### src/rtl/buck_mode_pkg.sv
// Package: shared types for the buck mode selector.
// Assumes: one channel per instance; mode encoded in one bit.
package buck_mode_pkg;
    typedef enum logic {
        MODE_PWM = 1'b0,
        MODE_HYS = 1'b1
    } mode_e;
endpackage

### src/rtl/bm_sample_qual.sv
// Module: bm_sample_qual
// Turns the raw strobe and polarity bit into a qualified vote.
// Assumes: strobe is one cycle wide, polarity settled in that cycle.
module bm_sample_qual (
    input  logic force_i,
    input  logic stb_i,
    input  logic hs_req_i,
    input  logic phase_neg_i,
    output logic valid_o,
    output logic want_hys_o
);
    // Qualify the sample to the off period with automatic mode enabled and decode the vote.
    always_comb begin
        valid_o    = stb_i & ~hs_req_i & ~force_i;
        want_hys_o = ~phase_neg_i;
    end
endmodule

### src/rtl/bm_run_filter.sv
// Module: bm_run_filter
// Holds the mode and counts consecutive opposing votes; toggles the
// mode when the run reaches RUN_LEN and empties the run on a match.
// Assumes: valid_i already excludes forced and high-side cycles.
module bm_run_filter
    import buck_mode_pkg::*;
#(
    parameter int RUN_LEN = 8
) (
    input  logic  clk,
    input  logic  rst_n,
    input  logic  force_i,
    input  logic  valid_i,
    input  logic  want_hys_i,
    output mode_e mode_o
);
    localparam int CNT_W = (RUN_LEN > 2) ? $clog2(RUN_LEN) : 1;
    localparam logic [CNT_W-1:0] CNT_LAST = CNT_W'(RUN_LEN - 1);

    logic [CNT_W-1:0] cnt_q;
    mode_e            mode_q;
    logic             opposing;
    logic             run_done;

    // Flag a vote against the current mode and the terminal count.
    always_comb begin
        opposing = valid_i & (want_hys_i != (mode_q == MODE_HYS));
        run_done = opposing & (cnt_q == CNT_LAST);
    end

    // Mode register and run counter with strap override.
    always_ff @(posedge clk) begin
        if (!rst_n) begin
            mode_q <= MODE_PWM;
            cnt_q  <= '0;
        end else if (force_i) begin
            mode_q <= MODE_PWM;
            cnt_q  <= '0;
        end else if (run_done) begin
            mode_q <= (mode_q == MODE_HYS) ? MODE_PWM : MODE_HYS;
            cnt_q  <= '0;
        end else if (opposing) begin
            cnt_q  <= cnt_q + CNT_W'(1);
        end else if (valid_i) begin
            cnt_q  <= '0;
        end
    end

    assign mode_o = mode_q;

    // Strap pins PWM from the next edge.
    assert_force_pwm_R2: assert property (@(posedge clk) disable iff (!rst_n)
        force_i |=> (mode_q == MODE_PWM));

    // No counted sample, no mode change.
    assert_hold_without_sample_R3: assert property (@(posedge clk) disable iff (!rst_n)
        (!force_i && !valid_i) |=> $stable(mode_q));

    // Completed run flips the mode and empties the run.
    assert_toggle_on_run_R5: assert property (@(posedge clk) disable iff (!rst_n)
        (!force_i && valid_i && (want_hys_i != (mode_q == MODE_HYS)) && cnt_q == CNT_LAST)
        |=> (mode_q != $past(mode_q)) && (cnt_q == '0));

    // Agreeing vote keeps the mode and empties the run.
    assert_match_clears_R6: assert property (@(posedge clk) disable iff (!rst_n)
        (!force_i && valid_i && (want_hys_i == (mode_q == MODE_HYS)))
        |=> $stable(mode_q) && (cnt_q == '0));
endmodule

### src/rtl/bm_ls_gate.sv
// Module: bm_ls_gate
// Low-side drive gating: passes the request in PWM, emulates a diode in
// hysteretic mode, and never overlaps the high-side request.
// Assumes: a high-side request marks the start of each switching period.
module bm_ls_gate
    import buck_mode_pkg::*;
(
    input  logic  clk,
    input  logic  rst_n,
    input  mode_e mode_i,
    input  logic  hs_req_i,
    input  logic  ls_req_i,
    input  logic  phase_neg_i,
    output logic  ls_drv_o
);
    logic cut_q;
    logic reverse_now;
    logic is_hys;

    // Detect reverse current during a low-side request in hysteretic mode.
    always_comb begin
        is_hys      = (mode_i == MODE_HYS);
        reverse_now = is_hys & ls_req_i & ~hs_req_i & ~phase_neg_i;
    end

    // Latch the cut until the next high-side pulse.
    always_ff @(posedge clk) begin
        if (!rst_n)            cut_q <= 1'b0;
        else if (hs_req_i)     cut_q <= 1'b0;
        else if (!is_hys)      cut_q <= 1'b0;
        else if (reverse_now)  cut_q <= 1'b1;
    end

    // Form the gated low-side command.
    always_comb begin
        ls_drv_o = ls_req_i & ~hs_req_i & (~is_hys | (phase_neg_i & ~cut_q));
    end

    // No shoot-through.
    assert_no_overlap_R8: assert property (@(posedge clk) disable iff (!rst_n)
        hs_req_i |-> !ls_drv_o);

    // PWM passes the request unchanged off the high-side pulse.
    assert_pwm_follow_R9: assert property (@(posedge clk) disable iff (!rst_n)
        (!is_hys && !hs_req_i) |-> (ls_drv_o == ls_req_i));

    // A cut stays until a high-side pulse.
    assert_cut_sticks_R10: assert property (@(posedge clk) disable iff (!rst_n)
        (is_hys && $past(reverse_now) && !$past(hs_req_i) && !hs_req_i && $stable(mode_i)) |-> !ls_drv_o);
endmodule

### src/rtl/buck_mode_ctrl.sv
// Module: buck_mode_ctrl (top)
// Mode selector for one buck channel: qualifies off-period polarity
// samples, filters them through a run counter, and gates the low side.
// Assumes: all inputs synchronous to clk; synchronous active-low reset.
module buck_mode_ctrl #(
    parameter int RUN_LEN = 8
) (
    input  logic clk,
    input  logic rst_n,
    input  logic force_pwm_i,
    input  logic smp_stb_i,
    input  logic phase_neg_i,
    input  logic hs_req_i,
    input  logic ls_req_i,
    output logic mode_hys_o,
    output logic ls_drv_o
);
    import buck_mode_pkg::*;

    logic  smp_valid;
    logic  smp_want_hys;
    mode_e mode_cur;

    bm_sample_qual u_qual (
        .force_i     (force_pwm_i),
        .stb_i       (smp_stb_i),
        .hs_req_i    (hs_req_i),
        .phase_neg_i (phase_neg_i),
        .valid_o     (smp_valid),
        .want_hys_o  (smp_want_hys)
    );

    bm_run_filter #(.RUN_LEN(RUN_LEN)) u_filter (
        .clk        (clk),
        .rst_n      (rst_n),
        .force_i    (force_pwm_i),
        .valid_i    (smp_valid),
        .want_hys_i (smp_want_hys),
        .mode_o     (mode_cur)
    );

    bm_ls_gate u_gate (
        .clk         (clk),
        .rst_n       (rst_n),
        .mode_i      (mode_cur),
        .hs_req_i    (hs_req_i),
        .ls_req_i    (ls_req_i),
        .phase_neg_i (phase_neg_i),
        .ls_drv_o    (ls_drv_o)
    );

    // Publish the mode.
    assign mode_hys_o = (mode_cur == MODE_HYS);

    // Reset lands in PWM.
    assert_reset_pwm_R1: assert property (@(posedge clk)
        !rst_n |=> !mode_hys_o);
endmodule

### config.mk
export PLATFORM = sky130hd
export DESIGN_NAME = buck_mode_ctrl
export DESIGN_NICKNAME = d
export VERILOG_FILES = /design/src/rtl/buck_mode_pkg.sv /design/src/rtl/bm_sample_qual.sv /design/src/rtl/bm_run_filter.sv /design/src/rtl/bm_ls_gate.sv /design/src/rtl/buck_mode_ctrl.sv
export SDC_FILE = /design/constraint.sdc
export NUM_CORES = 1
export LEC_CHECK = 0
export ABC_AREA = 1
export BUFFER_PORTS_ARGS = -buffer_cell sky130_fd_sc_hd__buf_4
export CORE_AREA = 4 4 41 43
export DETAILED_ROUTE_END_ITERATION = 8
export DIE_AREA = 0 0 45 47
export PLACE_DENSITY_LB_ADDON = 0.15
export SLEW_MARGIN = 20
export SYNTH_ARGS = -nofsm -noshare
export SYNTH_HDL_FRONTEND = slang
export SYNTH_SLANG_ARGS = --single-unit
### constraint.sdc
create_clock -name clk -period 0.95 [get_ports clk]
set_input_delay 0.095 -clock clk [delete_from_list [all_inputs] [get_ports clk]]
set_output_delay 0.095 -clock clk [all_outputs]
set_load 0.03 [all_outputs]
==> impl_metrics.tcl <==
set metrics [dict create \
    post_drt_wl_per_cell_um 10.14 \
    finalWorstSetupSlack_ns -0.1030 \
    setup_viol_count_final 5 \
    fill_cell_instance_count_of_the_final_layout 145 \
    clkLatencyLatePin_ns 0.24 \
    ff2ff_setup_slack_ns -0.03 \
    nets 67 \
    share_of_synthesized_area_occupied_by_flip_flops_and_latches_pct 33.90 \
    layout.core_utilization_pct 36.83 \
    final.hold.worst_slack_ns 0.1257 \
    met2RoutedLength_um 297 \
    worst_r2r_path_depth 4 \
    critPathKind "register to primary output" \
    firstDrtPassIters 4 \
    h-tree-depth 1 \
    drive_above_1_share_pct 45.61 \
    grt_start_max_net_pins 6 \
    die-width_um 45 \
    pin_count 9 \
    max_clock_freq_ghz 0.9497 \
    syn-cell-area_um2 295.3 \
    failed_checks "setup timing" \
    drc 0 \
    synth_edf_count 0 \
    leakagePower_nw 0.1928 \
    multi_input_logic_area_um2 216.5 \
    cts_setup_buffers 0 \
    hold_path.startpoint "rst_n" \
    setup_repair_after_global_routing_missed_its_margin "true" \
    postSynthNetCount 52 \
    cts_buffer_depth 2 \
    timing.final.max_slew_violations 0 \
    hpwl_um 566.9 \
    syn2layout_area_growth_pct 62.29 \
    drv.max_cap_violation_count 0 \
    reg2reg_to "u_filter.cnt_q[2]$_SDFFE_PP0P_" \
    tightestPinTransition_ns 0.1987 \
    number_of_sinks_on_the_clock_net 5 \
    number_of_antenna_violations_at_the_first_check_in_global_routing 0 \
    globalRouteOverflowTotal 0 \
    vdd_ir_drop_max_mv 0.4536 \
    num_antenna_cells 0 \
    postSynthCellCount 43 \
    timing.critical_path.to_type "primary output" \
    synth.top_cell.area_share_pct 33.90 \
    synth_area_leaders "sky130_fd_sc_hd__dfxtp_1, sky130_fd_sc_hd__nor2_1, sky130_fd_sc_hd__nand2_1" \
    dieHeight_um 47 \
    pwr_density_cell_nw_per_um2 1106 \
    fin_total_pwr_w 0.0005299 \
    routed-via-count 307 \
    yosysWarnings 0 \
    synth_most_common_cell "sky130_fd_sc_hd__nor2_1" \
    floorplan.rows 13 \
    cts_root_buffer "sky130_fd_sc_hd__clkbuf_4" \
    synth.avg_cell_area_um2 6.867 \
    met1_length_um 354 \
    outcome "complete, but fails checks" \
    synth_async_reset_ratio_pct 0 \
    detailedPlace.worstSlack_ns -0.03890 \
    vias_per_cell 4.264 \
    holdCritPathClass "primary input to register" \
    overall_fraction_of_global_route_tracks_in_use_pct 9.019 \
    synth_seq_cells 5 \
    cts_buffers 3 \
    timing.critical_path.arrival_ns 0.96 \
    yosys.area.top_type "sky130_fd_sc_hd__dfxtp_1" \
    clk_pin_slew_worst_paths_ns 0.05 \
    wirelength_um 730 \
    cp-start-kind "register" \
    yosys-top-cells-count "sky130_fd_sc_hd__nor2_1, sky130_fd_sc_hd__nand2_1, sky130_fd_sc_hd__inv_1, sky130_fd_sc_hd__dfxtp_1, sky130_fd_sc_hd__a21oi_1" \
    cp.required_ns 0.85 \
    initial_utilization_pct 22.69 \
    first_pass_grt_wire_length_um 1373 \
    hold_crit_endpoint "u_gate.cut_q$_SDFFE_PP0P_" \
    timing.final.crit_period_ns 1.053 \
    antenna_left 0 \
    gpl.final_weighted_congestion 0.7731 \
    cp_max_fo 3 \
    first_global_vias 332 \
    met3RoutedLength_um 63 \
    finalClockSkew_ns 0.003539 \
    final-hold-violation-count 0 \
    synth_ff_type "sky130_fd_sc_hd__dfxtp_1" \
    max_slew_margin_vs_limit_pct 86.70 \
    layout_worst_path_cycle_share_pct 110.8 \
    route.top_layer_used "met4" \
    design.die.area_um2 2115 \
    clock_tree_from_tritoncts "built" \
    worstHoldPathCells 3 \
    timing.rr.start "u_filter.cnt_q[1]$_SDFFE_PP0P_" \
    first_iter_violations 10 \
    portBuffers 8 \
    coreArea_um2 1301 \
    synth_cell_type_count 13 \
    layout.area.seq_um2 106.4 \
]
==> how the worst max path moves through the flow <==
stage	startpoint	to	slack [ns]	cells after the start
2_1_floorplan	u_filter.mode_o$_SDFFE_PP0P_	u_filter.cnt_q[1]$_SDFFE_PP0P_	-0.009	7
3_3_place_gp	u_filter.cnt_q[1]$_SDFFE_PP0P_	u_filter.cnt_q[2]$_SDFFE_PP0P_	-0.03	4
3_5_place_dp	u_filter.cnt_q[1]$_SDFFE_PP0P_	u_filter.cnt_q[2]$_SDFFE_PP0P_	-0.04	4
4_1_cts	u_filter.mode_o$_SDFFE_PP0P_	ls_drv_o	-0.12	4
5_1_grt	u_filter.mode_o$_SDFFE_PP0P_	ls_drv_o	-0.16	4
6_report	u_filter.mode_o$_SDFFE_PP0P_	ls_drv_o	-0.10	4
==> per-stage QoR <==
step | TNS, ns | cells | area (um2)
after floorplan | -0.02239 | 43 | 325.3
after global placement | -0.04037 | 68 | 419.2
after detailed placement | -0.06440 | 68 | 419.2
after CTS | -0.2036 | 72 | 469.2
after global routing | -0.4983 | 72 | 479.2
final | -0.1848 | 72 | 479.2
==> per-layer routing <==
layer	GRT usage, %	up-vias
met5	0	-
met4	5.848	0
met3	2.299	2
met2	13.28	11
met1	11.64	129
li1	-	165
==> cells by family (layout without fill, tap and decap cells) <==
group	count (synthesis)	in the layout	share of synthesized area [%]
AND/OR/NAND/NOR	23	23	36.86
buffers and inverters	7	21	8.897
flip-flops	5	5	33.90
AO/OA/AOI/OAI	6	6	11.86
adder cells (fa/ha/maj)	2	2	8.473
==> layout make-up <==
class                      count  area share, %
clock buffer                   4          5.483
inverter                       7          6.005
multi-input combinational     31          45.17
sequential                     5          22.19
tap                           15          3.916
timing repair buffer          10          17.23
==> registers in the layout, indices dropped and copies added, names as in the netlist <==
signal and cells:
u_filter.cnt_q 3, u_gate.cut_q 1, u_filter.mode_o 1
==> worst max-delay path: stages, from the launching register on <==
cell,delay (ns)
sky130_fd_sc_hd__dfxtp_4,0.35
sky130_fd_sc_hd__inv_4,0.06
sky130_fd_sc_hd__a21oi_4,0.04
sky130_fd_sc_hd__nor3_4,0.11
sky130_fd_sc_hd__buf_6,0.15
==> power breakdown <==
| group | switching, W | total (W) | internal [W] |
|---|---|---|---|
| registers | 0.000000588 | 0.000209 | 0.000208 |
| logic | 0.0000375 | 0.0000722 | 0.0000347 |
| clock network | 0.0000898 | 0.000249 | 0.000159 |
==> cell usage in the layout, fill, tap and decap left out <==
cell,n
sky130_fd_sc_hd__a21boi_1,2
sky130_fd_sc_hd__a21oi_1,3
sky130_fd_sc_hd__a21oi_4,1
sky130_fd_sc_hd__buf_4,8
sky130_fd_sc_hd__buf_6,2
sky130_fd_sc_hd__clkbuf_1,1
sky130_fd_sc_hd__clkbuf_4,3
sky130_fd_sc_hd__dfxtp_1,2
sky130_fd_sc_hd__dfxtp_2,2
sky130_fd_sc_hd__dfxtp_4,1
sky130_fd_sc_hd__ha_4,2
sky130_fd_sc_hd__inv_1,5
sky130_fd_sc_hd__inv_2,1
sky130_fd_sc_hd__inv_4,1
sky130_fd_sc_hd__nand2_1,7
sky130_fd_sc_hd__nand2_2,3
sky130_fd_sc_hd__nand3_1,1
sky130_fd_sc_hd__nand4_1,2
sky130_fd_sc_hd__nor2_1,8
sky130_fd_sc_hd__nor2_4,1
sky130_fd_sc_hd__nor3_4,1
==> timing repair <==
action | 4_1_cts | 5_1_grt
hold buffers | 0 | 0
resized for setup | 6 | 3
setup endpoints to repair | 6 | 6
gates cloned | 0 | 0
pin swaps | 4 | 4
Power figures use the tool's default switching activity.
